`config.mk`:
```
export PLATFORM = sky130hd
export DESIGN_NAME = rxq_err_fifo
export DESIGN_NICKNAME = d
export VERILOG_FILES = /design/src/rtl/rxq_pkg.sv /design/src/rtl/rxq_store.sv /design/src/rtl/rxq_idle_timer.sv /design/src/rtl/rxq_level_flags.sv /design/src/rtl/rxq_err_fifo.sv
export SDC_FILE = /design/constraint.sdc
export NUM_CORES = 1
export LEC_CHECK = 0
export BUFFER_PORTS_ARGS = -buffer_cell sky130_fd_sc_hd__buf_2
export CAP_MARGIN = 20
export CORE_MARGIN = 5
export CORE_UTILIZATION = 30
export CTS_CLUSTER_SIZE = 10
export DETAILED_ROUTE_END_ITERATION = 6
export PLACE_DENSITY = 0.55
export SLEW_MARGIN = 0
export SYNTH_ARGS = -nofsm -noshare
export SYNTH_HDL_FRONTEND = slang
export SYNTH_SLANG_ARGS = --single-unit
```
`constraint.sdc`:
```
create_clock -name clk -period 5.6 [get_ports clk]
set_input_delay 1.68 -clock clk [delete_from_list [all_inputs] [get_ports clk]]
set_output_delay 1.68 -clock clk [all_outputs]
set_load 0.1 [all_outputs]
```
`src/rtl/rxq_pkg.sv`:
```
package rxq_pkg;
  localparam int RXQ_DW = 8;

  typedef struct packed {
    logic              brk;
    logic              frm;
    logic              par;
    logic [RXQ_DW-1:0] data;
  } rxq_ent_t;

  // Level compare used by both threshold flags; a zero threshold acts as one.
  function automatic logic lvl_meets(input int unsigned lvl, input int unsigned thr);
    int unsigned eff;
    eff = (thr == 0) ? 1 : thr;
    return lvl >= eff;
  endfunction

  // Ring pointer advance with wrap at an arbitrary depth.
  function automatic int unsigned ptr_step(input int unsigned ptr, input int unsigned depth);
    return (ptr == depth - 1) ? 0 : ptr + 1;
  endfunction
endpackage

```
`src/rtl/rxq_store.sv`:
```
module rxq_store
  import rxq_pkg::*;
#(
  parameter int DEPTH = 16,
  localparam int PW = (DEPTH > 1) ? $clog2(DEPTH) : 1,
  localparam int LW = $clog2(DEPTH + 1)
) (
  input  logic          clk,
  input  logic          rst_n,
  input  logic          wr_acc,
  input  logic          rd_acc,
  input  rxq_ent_t      wr_ent,
  output rxq_ent_t      head_ent,
  output logic [LW-1:0] count,
  output logic          empty,
  output logic          full
);
  rxq_ent_t        mem [DEPTH];
  logic [PW-1:0]   wr_ptr, rd_ptr;

  always_ff @(posedge clk) begin
    if (wr_acc) mem[wr_ptr] <= wr_ent;
  end

  always_ff @(posedge clk or negedge rst_n) begin
    if (!rst_n) begin
      wr_ptr <= '0;
      rd_ptr <= '0;
      count  <= '0;
    end else begin
      if (wr_acc) wr_ptr <= PW'(ptr_step(32'(wr_ptr), DEPTH));
      if (rd_acc) rd_ptr <= PW'(ptr_step(32'(rd_ptr), DEPTH));
      if (wr_acc && !rd_acc)      count <= count + LW'(1);
      else if (rd_acc && !wr_acc) count <= count - LW'(1);
    end
  end

  assign head_ent = mem[rd_ptr];
  assign empty    = (count == '0);
  assign full     = (count == LW'(DEPTH));

  // the stored count never exceeds the depth
  assert_level_bound_R2: assert property (@(posedge clk) disable iff (!rst_n)
    count <= LW'(DEPTH));

  // a read on an empty queue leaves it empty
  assert_no_read_empty_R5: assert property (@(posedge clk) disable iff (!rst_n)
    empty && !wr_acc |=> empty);
endmodule

```
`src/rtl/rxq_idle_timer.sv`:
```
module rxq_idle_timer #(
  parameter int TO_TICKS = 4,
  localparam int CW = $clog2(TO_TICKS + 1)
) (
  input  logic clk,
  input  logic rst_n,
  input  logic activity,
  input  logic empty,
  input  logic char_tick,
  output logic timeout
);
  logic [CW-1:0] idle_cnt;

  always_ff @(posedge clk or negedge rst_n) begin
    if (!rst_n)                                   idle_cnt <= '0;
    else if (empty || activity)                   idle_cnt <= '0;
    else if (char_tick && idle_cnt != CW'(TO_TICKS)) idle_cnt <= idle_cnt + CW'(1);
  end

  assign timeout = (idle_cnt == CW'(TO_TICKS));

  // no timeout on an empty queue
  assert_timeout_nonempty_R8: assert property (@(posedge clk) disable iff (!rst_n)
    timeout |-> !empty);

  // traffic restarts the idle count
  assert_timeout_restart_R8: assert property (@(posedge clk) disable iff (!rst_n)
    activity |=> !timeout);
endmodule

```
`src/rtl/rxq_level_flags.sv`:
```
module rxq_level_flags
  import rxq_pkg::*;
#(
  parameter int LW = 5
) (
  input  logic          clk,
  input  logic          rst_n,
  input  logic [LW-1:0] level,
  input  logic [LW-1:0] irq_thr,
  input  logic [LW-1:0] dma_thr,
  input  logic          timeout,
  output logic          hdl,
  output logic          dma_req
);
  logic irq_lvl_hit, dma_lvl_hit;

  assign irq_lvl_hit = lvl_meets(32'(level), 32'(irq_thr));
  assign dma_lvl_hit = lvl_meets(32'(level), 32'(dma_thr));
  assign hdl     = irq_lvl_hit || timeout;
  assign dma_req = dma_lvl_hit || timeout;

  // a DMA request never stands on an empty queue
  assert_dma_nonempty_R7: assert property (@(posedge clk) disable iff (!rst_n)
    dma_req |-> level != '0);

  // the level flag accompanies every timeout
  assert_hdl_on_timeout_R6: assert property (@(posedge clk) disable iff (!rst_n)
    timeout |-> hdl);
endmodule

```
`src/rtl/rxq_err_fifo.sv`:
```
module rxq_err_fifo
  import rxq_pkg::*;
#(
  parameter int DEPTH    = 16,
  parameter int TO_TICKS = 4,
  localparam int LW = $clog2(DEPTH + 1)
) (
  input  logic              clk,
  input  logic              rst_n,
  input  logic              wr_en,
  input  logic [RXQ_DW-1:0] wr_data,
  input  logic              wr_par,
  input  logic              wr_frm,
  input  logic              wr_brk,
  input  logic              rd_en,
  output logic [RXQ_DW-1:0] rd_data,
  output logic              head_par,
  output logic              head_frm,
  output logic              head_brk,
  output logic [LW-1:0]     level,
  output logic              empty,
  output logic              full,
  input  logic [LW-1:0]     irq_thr,
  input  logic [LW-1:0]     dma_thr,
  input  logic              char_tick,
  input  logic              ovr_clr,
  output logic              ovr_err,
  output logic              hdl,
  output logic              timeout,
  output logic              dma_req
);
  // Named internal events
  logic     wr_acc, rd_acc, ovr_evt, activity;
  rxq_ent_t wr_ent, head_ent;

  assign rd_acc   = rd_en && !empty;
  assign wr_acc   = wr_en && (!full || rd_en);
  assign ovr_evt  = wr_en && full && !rd_en;
  assign activity = wr_acc || rd_acc;

  assign wr_ent = '{brk: wr_brk, frm: wr_frm, par: wr_par, data: wr_data};

  rxq_store #(.DEPTH(DEPTH)) store_i (
    .clk(clk), .rst_n(rst_n), .wr_acc(wr_acc), .rd_acc(rd_acc),
    .wr_ent(wr_ent), .head_ent(head_ent), .count(level),
    .empty(empty), .full(full)
  );

  rxq_idle_timer #(.TO_TICKS(TO_TICKS)) timer_i (
    .clk(clk), .rst_n(rst_n), .activity(activity), .empty(empty),
    .char_tick(char_tick), .timeout(timeout)
  );

  rxq_level_flags #(.LW(LW)) flags_i (
    .clk(clk), .rst_n(rst_n), .level(level), .irq_thr(irq_thr),
    .dma_thr(dma_thr), .timeout(timeout), .hdl(hdl), .dma_req(dma_req)
  );

  // Head outputs are quiet while nothing is stored
  assign rd_data  = empty ? '0 : head_ent.data;
  assign head_par = !empty && head_ent.par;
  assign head_frm = !empty && head_ent.frm;
  assign head_brk = !empty && head_ent.brk;

  // Sticky overrun: set wins over clear
  always_ff @(posedge clk or negedge rst_n) begin
    if (!rst_n)       ovr_err <= 1'b0;
    else if (ovr_evt) ovr_err <= 1'b1;
    else if (ovr_clr) ovr_err <= 1'b0;
  end

  // an overrun raises the flag on the next edge
  assert_ovr_flag_R4: assert property (@(posedge clk) disable iff (!rst_n)
    ovr_evt |=> ovr_err);

  // the flag holds until cleared
  assert_ovr_keeps_R4: assert property (@(posedge clk) disable iff (!rst_n)
    ovr_err && !ovr_clr |=> ovr_err);

  // the dropped character leaves the queue full
  assert_ovr_drop_R4: assert property (@(posedge clk) disable iff (!rst_n)
    ovr_evt |=> full);

  // a paired read and write keep the level
  assert_pair_level_R9: assert property (@(posedge clk) disable iff (!rst_n)
    wr_en && rd_en && !empty |=> $stable(level));
endmodule

```
=== Yosys cells after proc, flatten, opt, wreduce, memory -nomap -nowiden ===
Memory sizes are Yosys's and may differ from the RTL's.
Cells that the tools add are included.

* Word-level logic and storage cells: 57
* Register bits: 17
* Bits of input ports: 27
* Memories: 1
* Bits in writable memories: 176

{| class="wikitable"
|+ Memories
! name !! words !! width !! read ports !! clocked after memory_dff !! wr ports !! RTL line !! RTL
|-
| store_i.mem || 16 || 11 || 1 || 0 || 1 || rxq_store.sv:18 || <nowiki>rxq_ent_t mem [DEPTH];</nowiki>
|}

* Magnitude comparators: 2
* Add/subtract/negate cells: 5
* Multiplexer cells: 13
* Reductions and logical operators: 26
* Equal/unequal tests: 5

{| class="wikitable"
|+ Operators with widths
! operator !! number
|-
| $ge A5 B32 Y1 || 2
|-
| $mux W5 || 4
|-
| $logic_not A5 Y1 || 3
|-
| $logic_and A1 B1 Y1 || 10
|-
| $add A4 B1 Y4 const B || 2
|-
| $eq A4 B4 Y1 const B || 2
|-
| $mux W4 || 2
|-
| $mux W8 || 1
|-
| $mux W3 || 2
|-
| $reduce_bool A2 Y1 || 3
|-
| $add A5 B1 Y5 const B || 1
|-
| $eq A5 B5 Y1 const B || 1
|-
| $logic_not A1 Y1 || 5
|-
| $logic_or A1 B1 Y1 || 5
|-
| $sub A5 B1 Y5 const B || 1
|-
| $mux W1 || 4
|-
| $add A3 B1 Y3 const B || 1
|-
| $eq A3 B3 Y1 const B || 1
|-
| $ne A3 B3 Y1 const B || 1
|}

=== Depth between registers and ports, before layout ===
* Depth in word-level cells: 8
* Mapped depth: 11
* Mapped depth without buffers: 10

=== Cells and area by module ===
A second synthesis with hierarchy kept.

* Cells, all modules: 495
* Area, all modules: 8293.0 µm²

{| class="wikitable"
|+ Modules (own cells, without submodules)
! module !! seq. area each (µm²) !! times used !! area an instance (µm²) !! cells each
|-
| rxq_store || 5610.4 || 1 || 7668.6 || 423
|-
| rxq_level_flags || 0.0 || 1 || 251.5 || 33
|-
| rxq_idle_timer || 75.1 || 1 || 202.7 || 18
|-
| rxq_err_fifo || 25.0 || 1 || 170.2 || 21
|}

=== Worst setup path after synthesis ===
No wires, ideal clock.

* Path type: input to output
* Start point: in dma_thr[3]
* End point: out dma_req
* Data arrival time: 4.544 ns
* Cell stages on the path: 7
* Data required time: 3.920 ns
* Slack: -0.624 ns
* Cell sequence: inv_1 -> a41o_1 -> ha_1 -> nand2b_1 -> a21o_1 -> a21oi_1 -> o21ai_0

* Word-level cells in the longest chain between the ends: 4

{| class="wikitable"
|+ Ends and longest elaborated chain
! what !! RTL line !! RTL
|-
| start, declared || rxq_err_fifo.sv:24 || <nowiki>input logic [LW-1:0] dma_thr,</nowiki>
|-
| $logic_not A5 Y1 || rxq_pkg.sv:14 || <nowiki>eff = (thr == 0) ? 1 : thr;</nowiki>
|-
| $mux W5 (*) || rxq_pkg.sv:14 ||
|-
| $ge A5 B32 Y1 (*) || rxq_pkg.sv:15 || <nowiki>return lvl >= eff;</nowiki>
|-
| $logic_or A1 B1 Y1 (*) || rxq_level_flags.sv:20 || <nowiki>assign dma_req = dma_lvl_hit || timeout;</nowiki>
|-
| end, declared || rxq_err_fifo.sv:30 || <nowiki>output logic dma_req</nowiki>
|}

Mark *: on every way between the ends. The rest lies on a longest branch, timed or not.

=== Worst setup path after layout ===
* Start point: reg store_i.rd_ptr[0]
* End point: out rd_data[7]

* Word-level cells in the longest chain between the ends: 2

{| class="wikitable"
|+ Ends and longest elaborated chain
! what !! RTL line !! RTL
|-
| start, declared || rxq_store.sv:19 || <nowiki>logic [PW-1:0] wr_ptr, rd_ptr;</nowiki>
|-
| start signal, assigned || rxq_store.sv:32 || <nowiki>if (rd_acc) rd_ptr <= PW'(ptr_step(32'(rd_ptr), DEPTH));</nowiki>
|-
| $mem_v2 Z16 W11 || -- ||
|-
| $mux W8 || rxq_err_fifo.sv:60 || <nowiki>assign rd_data = empty ? '0 : head_ent.data;</nowiki>
|-
| end, declared || rxq_err_fifo.sv:16 || <nowiki>output logic [RXQ_DW-1:0] rd_data,</nowiki>
|}

Every way passes these cells.

==> PnR_summary.wiki <==
{| class="wikitable"
! Metric !! Value
|-
| Outcome || finished clean
|-
| Clock-pin transition on the worst setup and hold timing paths || around 0.07 ns
|-
| Final hold viol count || 0
|-
| Logic depth of the worst register-to-register path || 10
|-
| Detailed Route WL || 17.53 mm
|-
| Number of nets in the layout || just over 500
|-
| Data required, critical path || just under 4 ns
|-
| Sequential fraction of the synthesis area || between 70% and 80%
|-
| Max Slew Vio Count || 0
|-
| Total via count after detailed routing || a little under 4,000
|-
| Cts hold-fix bufs || 0
|-
| Share of async-settable or async-resettable flops after synthesis || 8.808%
|-
| Overall power after layout || about 5.5 mW
|-
| Insertion delay of the later-clocked pin in the worst-skew pair || between 0.4 and 0.5 ns
|-
| Total instance count after detailed placement || a little under 800
|-
| Prevailing post-synth register cell || edfxtp_1
|-
| Number of levels the H-tree was split into || 4
|-
| Number of synthesis warnings || 0
|-
| Hold depth || 2
|-
| Number of vias per cell || 4.852
|-
| First-pass GRT wire length || 26.67 mm
|-
| CTS tree || yes
|-
| Die ar. || just over 30,000 µm²
|-
| Worst Max-Slew Pin Slew || between 0.9 and 1 ns
|-
| First-pass iteration count of the detailed router || 4
|-
| Fmax || slightly above 0.2 GHz
|-
| Crit path arrival time || between 3 and 4 ns
|-
| Non-Filler Instances || 816
|-
| Number of global-route vias before repair || 4,314
|-
| Number of buffer and inverter stages on the critical path || 2
|-
| Buffers from clock root to sink, at most || 2
|-
| Leakage || about 3.3 nW
|-
| Number of synthesized flops with an enable pin || between 150 and 200
|-
| Starting utilization of the core area || between 30 and 40%
|-
| Residual DRC count || 0
|-
| Slowest Stage Delay on Critical Path || just over 0.9 ns
|-
| Number of nets with antenna violations after routing || 0
|-
| TritonCTS buffer count || 17
|-
| Post-synthesis instance area || 8143 µm²
|-
| Die extent in x || around 170 µm
|-
| Filler Cell Count || 2,490
|-
| Final HPWL DP || approximately 10 mm
|-
| Buffers inserted by post-CTS timing repair || 0
|-
| Proportion of layout cells with a drive suffix above 1 || 28.42%
|-
| Area share of the leading cell type in the synthesized netlist || approximately 65%
|-
| Final RePlAce weighted congestion || around 0.73
|-
| CTS sink count || 193
|-
| Antenna cell count || 0
|-
| Clock tree root buffer cell || clkbuf_16
|-
| Worst hold-check path type || register to register
|-
| Total power per unit cell area || about 580 nW/µm²
|-
| Overall overflow remaining after global route || 0
|-
| Number of nets produced by synthesis || 460
|-
| Category of the critical setup timing path || register to primary output
|-
| Antenna violations before repair || 0
|-
| Signed area change from the synthesized netlist to the final layout || 15.72%
|-
| Final clock skew || about 0.010 ns
|-
| Unrepaired setup endpoints after global routing || false
|-
| Cell family contributing the most delay on the critical path || multiplexers
|-
| Number of port buffers || 48
|-
| Final setup violation count || 0
|-
| Total Negative Setup Slacks || 0 ns
|-
| Worst supply voltage drop on vdd || about 340 µV
|-
| Worst hold slack across all endpoints || around 0.52 ns
|-
| Flop and latch count out of synthesis || about 190
|-
| Count of distinct cell types in the synthesized netlist || 44
|-
| Overall fraction of global-route tracks in use || between 10% and 20%
|-
| Maximum net fanout on the critical path || 26
|-
| Critical Path, Cell by Cell || buf_12 -> mux4_1 -> mux4_2 -> and2_1 -> buf_2
|-
| Per-cell routed wire length || 21.48 µm
|-
| Placeable core region || 26,880 µm²
|-
| Initial DRC Count || roughly 350
|-
| Post-Synthesis Cells || 410
|-
| Post-cts gate resize count || 0
|-
| Synth top area cells || edfxtp_1, mux4_2, dfrtp_1, ha_1, mux4_1
|-
| Path length in cells of the critical path || 5
|-
| Boundary pin count || between 40 and 50
|-
| Average footprint of a synthesized cell || around 20 µm²
|-
| Slowest CP cell || dfrtp_2
|-
| Category of the worst setup path capture point || primary output
|-
| Die Y || ~170 µm
|-
| Library cell occupying the most area in the post-synthesis netlist || edfxtp_1
|-
| Critical Path Source Type || register
|-
| Remaining max-slew budget at the tightest pin || around 40%
|-
| Final period util || roughly nine tenths
|-
| Number of rows created at floorplan || 60
|-
| Minimum clock period after layout || 4.952 ns
|-
| Max-cap viol count || 0
|-
| Pin count of the biggest net entering global routing || 29
|}
==> logic make-up (layout without fill, tap and decap cells) <==
group | after synthesis | after routing | synth area share [%]
DFF | 193 | 193 | 70.13
muxes | 60 | 60 | 16.35
and+or+nand+nor | 59 | 59 | 4.026
buffers and inverters | 37 | 102 | 2.458
AOI/OAI and AO/OA | 31 | 31 | 2.658
adders and majority gates | 23 | 23 | 3.626
xor gates and xnor gates | 7 | 7 | 0.7529
==> flip-flops by register name (all words and copies together), names as in the netlist <==
register,cells
store_i.mem,176
store_i.count,5
store_i.rd_ptr,4
store_i.wr_ptr,4
timer_i.idle_cnt,3
ovr_err,1
==> worst paths after layout <==
check                                  start                  end  slack (ns)
hold / removal                       ovr_err              ovr_err        0.52
setup / recovery           store_i.rd_ptr[0]           rd_data[7]        0.65
hold reg to reg                      ovr_err              ovr_err        0.52
max in group asynchronous              rst_n    store_i.rd_ptr[0]        4.11
setup reg to reg            store_i.count[1]     store_i.count[4]        2.08
min in group asynchronous              rst_n  timer_i.idle_cnt[1]        1.18
==> cell usage in the layout (no fill, tap or decap), types with 6 or more instances in the layout <==
master	synthesis	routed
edfxtp_1	176	176
buf_2	6	48
mux4_2	45	45
ha_1	22	22
inv_1	19	19
and2_1	19	19
clkbuf_16	0	17
dfrtp_1	17	15
nand2_1	11	11
mux4_1	10	10
and3_1	9	9
nand3_1	7	7
a21oi_1	6	6
==> where the power goes <==
part,internal [mW],switching [mW],leakage [nW],total (mW)
Clock,0.809,0.554,0.323,1.36
Sequential,1.73,0.202,1.80,1.94
Combinational,0.733,1.46,1.15,2.19
==> cell type report <==
cell class                 instances  area, µm²  share of cell area [%]
timing repair buffer              51      307.8                   3.266
clock inverter                    14      242.7                   2.576
clock buffer                      17      425.4                   4.515
sequential                       193       5713                   60.63
inverter                          20      75.07                  0.7967
tap                              341      426.7                   4.528
multi-input combinational        180       2232                   23.69
==> through the flow <==
stage,setup WS (ns),utilization (%),area [µm²]
after detailed placement,0.7438,32.47,8727
after CTS,0.5450,34.96,9395
final,0.6483,35.06,9423
after global placement,0.8379,32.47,8727
after global routing,0.4690,35.06,9423
after floorplan,0.1330,-,8143
==> metal layers <==
| layer | track usage [%] | up-vias | routed length [µm] |
|---|---|---|---|
| li1 | - | 1773 | - |
| met1 | 14.46 | 2080 | 7041 |
| met2 | 21.09 | 86 | 9374 |
| met3 | 2.228 | 20 | 865 |
| met4 | 4.190 | 0 | 247 |
| met5 | 0 | - | 0 |
==> cells in the mapped netlist (2+ instances only) <==
cell / number
nand2_1: 11
o21ai_0: 5
o21ai_1: 2
and2_1: 19
nand3_1: 7
buf_2: 6
a21o_1: 3
nor2b_1: 2
mux2_1: 2
mux2_2: 2
ha_1: 22
edfxtp_1: 176
mux4_1: 10
nor2_1: 5
a211oi_1: 2
a21oi_1: 6
o311ai_0: 2
nand2b_1: 2
xor2_1: 2
mux4_2: 45
a41o_1: 2
dfrtp_1: 17
o2111ai_1: 3
buf_6: 3
inv_1: 19
clkbuf_1: 5
xnor2_1: 5
and3_1: 9
==> worst min-delay path, cell delays in order, from the launching register on <==
cell and delay [ns]:
dfrtp_1 0.37, inv_1 0.05, o21ai_0 0.06
Power figures use the tool's default switching activity.
